`config.mk`:
```
export PLATFORM = sky130hd
export DESIGN_NAME = raster_timing
export DESIGN_NICKNAME = d
export VERILOG_FILES = /design/src/rtl/rt_pkg.sv /design/src/rtl/rt_span.sv /design/src/rtl/rt_rule.sv /design/src/rtl/raster_timing.sv
export SDC_FILE = /design/constraint.sdc
export NUM_CORES = 1
export LEC_CHECK = 0
export ABC_CLOCK_PERIOD_IN_PS = 6100
export BUFFER_PORTS_ARGS = -buffer_cell sky130_fd_sc_hd__buf_2
export CAP_MARGIN = 30
export CORE_MARGIN = 2
export CORE_UTILIZATION = 54
export DETAILED_ROUTE_END_ITERATION = 12
export GPL_TIMING_DRIVEN = 0
export HOLD_SLACK_MARGIN = 0.06
export PLACE_DENSITY_LB_ADDON = 0.08
export SLEW_MARGIN = 40
export SYNTH_ARGS = -nofsm -noshare
export SYNTH_HDL_FRONTEND = slang
export SYNTH_SLANG_ARGS = --single-unit
```
`constraint.sdc`:
```
create_clock -name clk -period 6.1 [get_ports clk]
set_input_delay 0.915 -clock clk [delete_from_list [all_inputs] [get_ports clk]]
set_output_delay 0.915 -clock clk [all_outputs]
set_load 0.01 [all_outputs]
```
`src/rtl/rt_pkg.sv`:
```
`timescale 1ns/1ps
package rt_pkg;
    parameter int CW = 12;
    parameter int AW = 4;

    typedef logic [CW-1:0] crd_t;

    typedef struct packed {
        crd_t htot;
        crd_t vtot;
        crd_t hss;
        crd_t hse;
        crd_t hbs;
        crd_t hbe;
        crd_t vss;
        crd_t vse;
        crd_t vbs;
        crd_t vbe;
        logic ext_en;
        logic hinv;
        logic vinv;
    } tcfg_t;

    typedef struct packed {
        crd_t  x;
        crd_t  y;
        tcfg_t act;
        tcfg_t pend;
        logic  ext_q;
        logic  hs;
        logic  vs;
        logic  hb;
        logic  vb;
        logic  de;
        logic  err;
        crd_t  xo;
        crd_t  yo;
    } st_t;

    localparam logic [AW-1:0] A_HTOT = AW'(0);
    localparam logic [AW-1:0] A_VTOT = AW'(1);
    localparam logic [AW-1:0] A_HSS  = AW'(2);
    localparam logic [AW-1:0] A_HSE  = AW'(3);
    localparam logic [AW-1:0] A_HBS  = AW'(4);
    localparam logic [AW-1:0] A_HBE  = AW'(5);
    localparam logic [AW-1:0] A_VSS  = AW'(6);
    localparam logic [AW-1:0] A_VSE  = AW'(7);
    localparam logic [AW-1:0] A_VBS  = AW'(8);
    localparam logic [AW-1:0] A_VBE  = AW'(9);
    localparam logic [AW-1:0] A_CTL  = AW'(10);
endpackage

```
`src/rtl/rt_span.sv`:
```
`timescale 1ns/1ps
// Interval membership on one counter; a stop below the start wraps.
module rt_span #(
    parameter int W = 12
) (
    input  logic [W-1:0] pos,
    input  logic [W-1:0] first,
    input  logic [W-1:0] last,
    output logic         hit
);
    always_comb begin
        if (first <= last) hit = (pos >= first) && (pos < last);
        else               hit = (pos >= first) || (pos < last);
    end
endmodule

```
`src/rtl/rt_rule.sv`:
```
`timescale 1ns/1ps
// Legality of one start/stop pair against its total and a minimum width.
module rt_rule #(
    parameter int W    = 12,
    parameter int MINW = 1
) (
    input  logic [W-1:0] total,
    input  logic [W-1:0] first,
    input  logic [W-1:0] last,
    output logic         bad
);
    logic [W:0] period;
    logic [W:0] on_len;
    logic [W:0] off_len;

    always_comb begin
        period = {1'b0, total} + (W+1)'(1);
        if (last >= first) on_len = {1'b0, last} - {1'b0, first};
        else               on_len = {1'b0, last} + period - {1'b0, first};
        off_len = period - on_len;
        bad = (first == '0) || (first > total) || (last > total) ||
              (on_len < (W+1)'(MINW)) || (off_len < (W+1)'(MINW));
    end
endmodule

```
`src/rtl/raster_timing.sv`:
```
`timescale 1ns/1ps
module raster_timing import rt_pkg::*; #(
    parameter int DEF_HTOT = 799,
    parameter int DEF_VTOT = 524,
    parameter int DEF_HSS  = 656,
    parameter int DEF_HSE  = 752,
    parameter int DEF_HBS  = 640,
    parameter int DEF_HBE  = 0,
    parameter int DEF_VSS  = 490,
    parameter int DEF_VSE  = 492,
    parameter int DEF_VBS  = 480,
    parameter int DEF_VBE  = 0
) (
    input  logic          clk,
    input  logic          rst_n,
    input  logic          cfg_we,
    input  logic [AW-1:0] cfg_addr,
    input  logic [CW-1:0] cfg_wdata,
    input  logic          ext_vsync_i,
    output logic          hsync_o,
    output logic          vsync_o,
    output logic          hblank_o,
    output logic          vblank_o,
    output logic          active_o,
    output logic [CW-1:0] x_o,
    output logic [CW-1:0] y_o,
    output logic          cfg_err_o
);
    localparam int NSIG = 4;  // 0 hsync, 1 hblank, 2 vsync, 3 vblank

    localparam tcfg_t DEF_CFG = '{
        htot: crd_t'(DEF_HTOT), vtot: crd_t'(DEF_VTOT),
        hss:  crd_t'(DEF_HSS),  hse:  crd_t'(DEF_HSE),
        hbs:  crd_t'(DEF_HBS),  hbe:  crd_t'(DEF_HBE),
        vss:  crd_t'(DEF_VSS),  vse:  crd_t'(DEF_VSE),
        vbs:  crd_t'(DEF_VBS),  vbe:  crd_t'(DEF_VBE),
        ext_en: 1'b0, hinv: 1'b0, vinv: 1'b0
    };

    st_t q, d;

    crd_t sp_pos   [NSIG];
    crd_t sp_first [NSIG];
    crd_t sp_last  [NSIG];
    crd_t sp_total [NSIG];
    logic [NSIG-1:0] sp_hit;
    logic [NSIG-1:0] sp_bad;

    always_comb begin
        sp_pos[0] = q.x; sp_first[0] = q.act.hss; sp_last[0] = q.act.hse; sp_total[0] = q.act.htot;
        sp_pos[1] = q.x; sp_first[1] = q.act.hbs; sp_last[1] = q.act.hbe; sp_total[1] = q.act.htot;
        sp_pos[2] = q.y; sp_first[2] = q.act.vss; sp_last[2] = q.act.vse; sp_total[2] = q.act.vtot;
        sp_pos[3] = q.y; sp_first[3] = q.act.vbs; sp_last[3] = q.act.vbe; sp_total[3] = q.act.vtot;
    end

    for (genvar gi = 0; gi < NSIG; gi++) begin : g_sig
        rt_span #(.W(CW)) u_span (
            .pos   (sp_pos[gi]),
            .first (sp_first[gi]),
            .last  (sp_last[gi]),
            .hit   (sp_hit[gi])
        );
        rt_rule #(.W(CW), .MINW(((gi % 2) == 1) ? 2 : 1)) u_rule (
            .total (sp_total[gi]),
            .first (sp_first[gi]),
            .last  (sp_last[gi]),
            .bad   (sp_bad[gi])
        );
    end

    logic resync, line_end, field_end;

    always_comb begin
        d         = q;
        resync    = q.act.ext_en && ext_vsync_i && !q.ext_q;
        line_end  = q.x >= q.act.htot;
        field_end = line_end && (q.y >= q.act.vtot);
        d.ext_q   = ext_vsync_i;

        // registered view of the current position
        d.xo  = q.x;
        d.yo  = q.y;
        d.hs  = sp_hit[0] ^ q.act.hinv;
        d.hb  = sp_hit[1];
        d.vs  = sp_hit[2] ^ q.act.vinv;
        d.vb  = sp_hit[3];
        d.de  = !sp_hit[1] && !sp_hit[3];
        d.err = |sp_bad;

        // raster counters
        if (resync) begin
            d.x = '0;
            d.y = '0;
        end else if (line_end) begin
            d.x = '0;
            d.y = field_end ? '0 : q.y + crd_t'(1);
        end else begin
            d.x = q.x + crd_t'(1);
        end

        // shadow transfer at field start
        if (resync || field_end) d.act = q.pend;

        if (cfg_we) begin
            case (cfg_addr)
                A_HTOT:  d.pend.htot = cfg_wdata;
                A_VTOT:  d.pend.vtot = cfg_wdata;
                A_HSS:   d.pend.hss  = cfg_wdata;
                A_HSE:   d.pend.hse  = cfg_wdata;
                A_HBS:   d.pend.hbs  = cfg_wdata;
                A_HBE:   d.pend.hbe  = cfg_wdata;
                A_VSS:   d.pend.vss  = cfg_wdata;
                A_VSE:   d.pend.vse  = cfg_wdata;
                A_VBS:   d.pend.vbs  = cfg_wdata;
                A_VBE:   d.pend.vbe  = cfg_wdata;
                A_CTL: begin
                    d.pend.ext_en = cfg_wdata[0];
                    d.pend.hinv   = cfg_wdata[1];
                    d.pend.vinv   = cfg_wdata[2];
                end
                default: ;
            endcase
        end
    end

    always_ff @(posedge clk or negedge rst_n) begin
        if (!rst_n) begin
            q      <= '0;
            q.act  <= DEF_CFG;
            q.pend <= DEF_CFG;
        end else begin
            q <= d;
        end
    end

    assign hsync_o   = q.hs;
    assign vsync_o   = q.vs;
    assign hblank_o  = q.hb;
    assign vblank_o  = q.vb;
    assign active_o  = q.de;
    assign x_o       = q.xo;
    assign y_o       = q.yo;
    assign cfg_err_o = q.err;
endmodule

```
Yosys cells after proc, flatten, opt, wreduce, memory -nomap -nowiden. Cells that the tools add are included.

Flip-flop bits (word level): 301. Latch bits: 0. RAM bits: 0. Bits in read-only memories: 0. Input port bits: 20. Output and inout bits: 30. Memories kept: 0.

$add $sub $neg: 20. $mul: 0. Divide/modulo/power cells: 0. Order comparisons: 34. Equal/unequal tests: 10. Shift operators: 0. Muxes and demuxes: 12. Bitwise logic cells: 2. Reduce and logical (&&, ||, !) cells: 50.

Operators by type and width (number): $ge A12 B12 Y1 (10); $gt A12 B12 Y1 (8); $add A12 B13 Y13 (4); $lt A13 B1 Y1 const B (4); $lt A13 B2 Y1 const B (4); $mux W13 (4); $sub A12 B12 Y13 (4); $sub A13 B12 Y13 (4); $sub A13 B13 Y13 (4); $le A12 B12 Y1 (4); $logic_not A12 Y1 (4); $lt A12 B12 Y1 (4); $mux W12 (3); $add A12 B1 Y13 const B (2); $add A12 B1 Y12 const B (2); $mux W24 (1); $reduce_and A2 Y1 (11); $logic_or A1 B1 Y1 (21); $eq A4 B3 Y1 const B (4); $eq A4 B4 Y1 const B (3); $eq A4 B2 Y1 const B (2); $logic_and A1 B1 Y1 (8); $eq A4 B1 Y1 const B (1); $logic_not A4 Y1 (1); 5 further kinds (11).

Logic depth before layout (Yosys ltp).
Depth in word-level cells: 8. Mapped depth: 26. Mapped depth without buffers: 25.

Hierarchy. A second synthesis with hierarchy kept.

Cells, all modules: 2884. Area total of the unflattened synthesis: 27978.1 µm².

By module, submodules not included: raster_timing (times used 1, cells each 804, area each 12395.6 µm²); rt_span (times used 4, cells each 113, area each 872.1 µm²); rt_rule (g_sig[1].u_rule) (times used 1, cells each 409, area each 3093.0 µm²); rt_rule (g_sig[3].u_rule) (times used 1, cells each 416, area each 3025.4 µm²); rt_rule (g_sig[0].u_rule) (times used 1, cells each 401, area each 2991.6 µm²); rt_rule (g_sig[2].u_rule) (times used 1, cells each 402, area each 2984.1 µm²).

Least setup slack after synthesis. Ideal clock, no wire load.

Path kind: flip-flop to flip-flop. Start point: reg q[265] (netlist name). End point: reg q (netlist bit cfg_err_o). Data arrival time: 5.352 ns. Path slack: 0.608 ns. Stages on the path, launching flop included: 25. Cells stage by stage: dfstp_2 nand4_1 or2_1 xnor2_1 inv_1 fa_1 inv_1 ha_1 o21a_1 a21oi_1 o21bai_1 xor2_1 a21oi_1 ha_1 inv_1 nor2_1 o211a_1 a311oi_1 o221ai_1 maj3_1 a21o_1 a21oi_1 xor2_1 a311oi_2 o311ai_2.

RTL lines: from (decl) (line raster_timing.sv:40) `st_t q, d;`.

==> impl_metrics.json <==
{
  "status": "complete, no violations",
  "hold_viol": 0,
  "grt_max_degree": 78,
  "track_usage": 0.332,
  "cp-end-kind": "flop",
  "hold_path.class": "primary input to asynchronous set/reset pin",
  "syn-instance-count": 2663,
  "path_class": "flop to flop",
  "cts_root_buffer": "clkbuf_16",
  "io_buffers": 40,
  "tightestPinTransition_ns": 0.904,
  "synth_cell_types": 86,
  "dr.pass1.iters": 5,
  "relSlewSlack": 0.392,
  "clk_path_buf_depth": 3,
  "cp-start-kind": "flop",
  "grt_pass1_wl_um": 120000,
  "syn-cell-area_sq_um": 25100,
  "yosysWarnings": 0,
  "syn2layout_area_growth_pct": 11.0,
  "fin_nets": 3181,
  "clock_latency_ns": 0.55,
  "slew_violations": 0,
  "finish.instance_area_sq_um": 27800,
  "placed_cell_area_sq_um": 26200,
  "r2r_slack_ns": 0.13,
  "dieArea_sq_um": 48200,
  "synth_nets": 3083,
  "start_util": 0.550,
  "final_cell_mix": "340 x ha_1, 228 x dfrtp_1, 212 x nand2_1, 195 x o21ai_0, 188 x inv_1",
  "r2r-start": "q[265]",
  "diodes": 0,
  "period_needed_ns": 5.97,
  "synth_seq_area_share": 0.304,
  "antenna_found_initial": 0,
  "synth_seq_cells": 301,
  "fin_crit_sh": 0.979,
  "fin_ws_ns": 0.130,
  "seq_area_sq_um": 7630,
  "reg2regPathDepth": 24,
  "p_per_area_nw_per_um2": 168,
  "io_pins": 50,
  "cp_max_fo": 6,
  "ant_nets": 0,
  "endpoint": "cfg_err_o",
  "reg2reg_to": "cfg_err_o",
  "path_clk_slew_ns": 0.06,
  "cts.sinks": 301,
  "startpoint": "q[265]",
  "via_count": 20900,
  "multiInputGateArea_sq_um": 16600,
  "place.detailed.hpwl_um": 61200,
  "finalClockSkew_ns": 0.0154,
  "max_freq_ghz": 0.167,
  "postCtsHoldBufs": 0,
  "num_rows": 78,
  "overflow": 0,
  "final_common_cell": "ha_1",
  "p_leak_nw": 14.1,
  "drcViolationCount": 0,
  "final_layout_size_suffix_gt1_frac": 0.161,
  "async_flop_share": 1.00,
  "grt_pass1_vias": 21000,
  "fillers": 3932,
  "drtIter0Drc": 1270,
  "synth_edf_count": 0,
  "syn_avg_cell_area_sq_um": 9.41,
  "vias_per_cell": 6.16,
  "core_region_area_sq_um": 45600,
  "cts_buffers": 35,
  "tns_ns": 0,
  "die_width_um": 219,
  "critPathArrivalTime_ns": 6.36,
  "maxCapViolCount": 0,
  "cp.required_ns": 6.49,
  "cts.htree.levels": 2,
  "setup_viol": 0,
  "routed_wl_um": 78700,
  "cts_tree": "built",
  "ys.flop_type": "dfrtp_1",
  "wl_per_cell_um": 23.2,
  "ir_drop_mv": 0.194,
  "place_congestion": 0.960,
  "place_ws_ns": -0.832,
  "fp.dieH_um": 219
}
-- through the flow --
stage	instances	hold WS [ns]	total power, W	utilization
2_1_floorplan	2663	0.438	0.00251	-
3_3_place_gp	3303	0.455	0.00261	0.571
3_5_place_dp	3307	0.458	0.00264	0.576
4_1_cts	3378	0.243	0.00471	0.605
5_1_grt	3388	0.261	0.00485	0.610
6_report	3388	0.254	0.00468	0.610
-- area by class of cell --
cell class              instances  share of cell area
clock inverters                 6             0.00211
repair buffers                 65              0.0172
plain buffers                  93              0.0172
well taps                     600              0.0270
multi-input cells            2070               0.597
inverters                     195              0.0267
flip-flops and latches        301               0.274
clock buffers                  58              0.0390
-- critical path: stages, from the launching register on --
cell,delay (ns)
dfstp_4,0.69
nand4_1,0.15
or2_4,0.30
xnor2_4,0.26
clkinvlp_4,0.23
fa_1,0.58
inv_2,0.05
ha_4,0.22
o21a_1,0.22
a21oi_2,0.21
o21bai_1,0.11
xor2_1,0.14
a21oi_1,0.19
ha_1,0.31
inv_2,0.08
nor2_1,0.05
o211a_1,0.13
a311oi_1,0.22
o221ai_1,0.17
maj3_2,0.35
a21o_1,0.18
a21oi_2,0.18
xor2_2,0.12
a311oi_4,0.52
o311ai_2,0.18
-- worst min-delay path by stage --
stage,slack [ns],from,endpoint
floorplan,0.44,q[155],hsync_o
global placement,0.45,q[153],q[276]
detailed placement,0.46,q[127],q[250]
CTS,0.24,rst_n,y_o[0]
global route,0.26,rst_n,d[0]
finish,0.25,rst_n,y_o[0]
-- report_power, final --
part           internal [W]  switching, W  total [W]
clock network       0.00122      0.000852    0.00207
registers           0.00223      0.000103    0.00233
logic              0.000157      0.000123   0.000279
total               0.00361       0.00108    0.00468
-- cell usage after synthesis, types with 6 or more instances --
cell	instances	share of area
dfstp_2	72	0.075
dfrtp_1	229	0.23
o21bai_1	12	0.0036
nor4_1	20	0.0050
a2111oi_0	6	0.0021
xnor2_1	90	0.031
a31o_2	7	0.0024
or2_2	10	0.0025
a211oi_1	24	0.0072
xor2_1	53	0.019
clkbuf_1	52	0.0078
a31oi_1	14	0.0035
nor2b_1	36	0.0090
o31ai_1	7	0.0021
nand4_1	47	0.012
a21o_1	128	0.038
mux2_2	131	0.059
o21a_1	29	0.0087
a21oi_1	145	0.029
a221oi_1	10	0.0035
buf_4	24	0.0072
o31a_1	7	0.0024
mux2i_1	28	0.011
maj3_1	10	0.0040
or3_1	11	0.0027
nor2_1	130	0.019
o21ai_0	197	0.039
o211ai_1	7	0.0021
and2_1	14	0.0035
nor3_1	43	0.0086
nand3_1	51	0.010
a211o_1	7	0.0024
o21ai_1	22	0.0044
nand2b_1	47	0.012
inv_1	194	0.029
nand2_1	212	0.032
buf_1	14	0.0021
ha_1	344	0.17
and3_1	22	0.0055
fa_1	56	0.045
-- registers in the layout, indices dropped and copies added (netlist names) --
signal     count
active_o       1
vblank_o       1
q            247
d             24
x_o           12
hblank_o       1
hsync_o        1
y_o           12
cfg_err_o      1
vsync_o        1
-- metal layers --
metal  vias to the layer above  wire length (um)  GRT usage
met1                     10300             31400      0.393
met5                         -                 0          0
met2                       610             38400      0.579
li1                       9740                 -          -
met3                       222              3370     0.0344
met4                         0              5440      0.207
-- kinds of logic (layout without fill, tap and decap cells) --
kind of cell	Yosys count	count (layout)	synth area share
AOI/OAI and AO/OA	683	683	0.174
xor gates and xnor gates	144	144	0.0506
adders and majority gates	412	412	0.221
buffers and inverters	292	417	0.0482
DFF	301	301	0.304
muxes	161	161	0.0712
and+or+nand+nor	670	670	0.130
-- repair_timing --
action	in CTS	in global routing
gates resized for setup	22	39
pin swaps	3	20
buffers inserted	9	12
setup endpoints to repair	1	1
(Power assumes the default switching activity.)
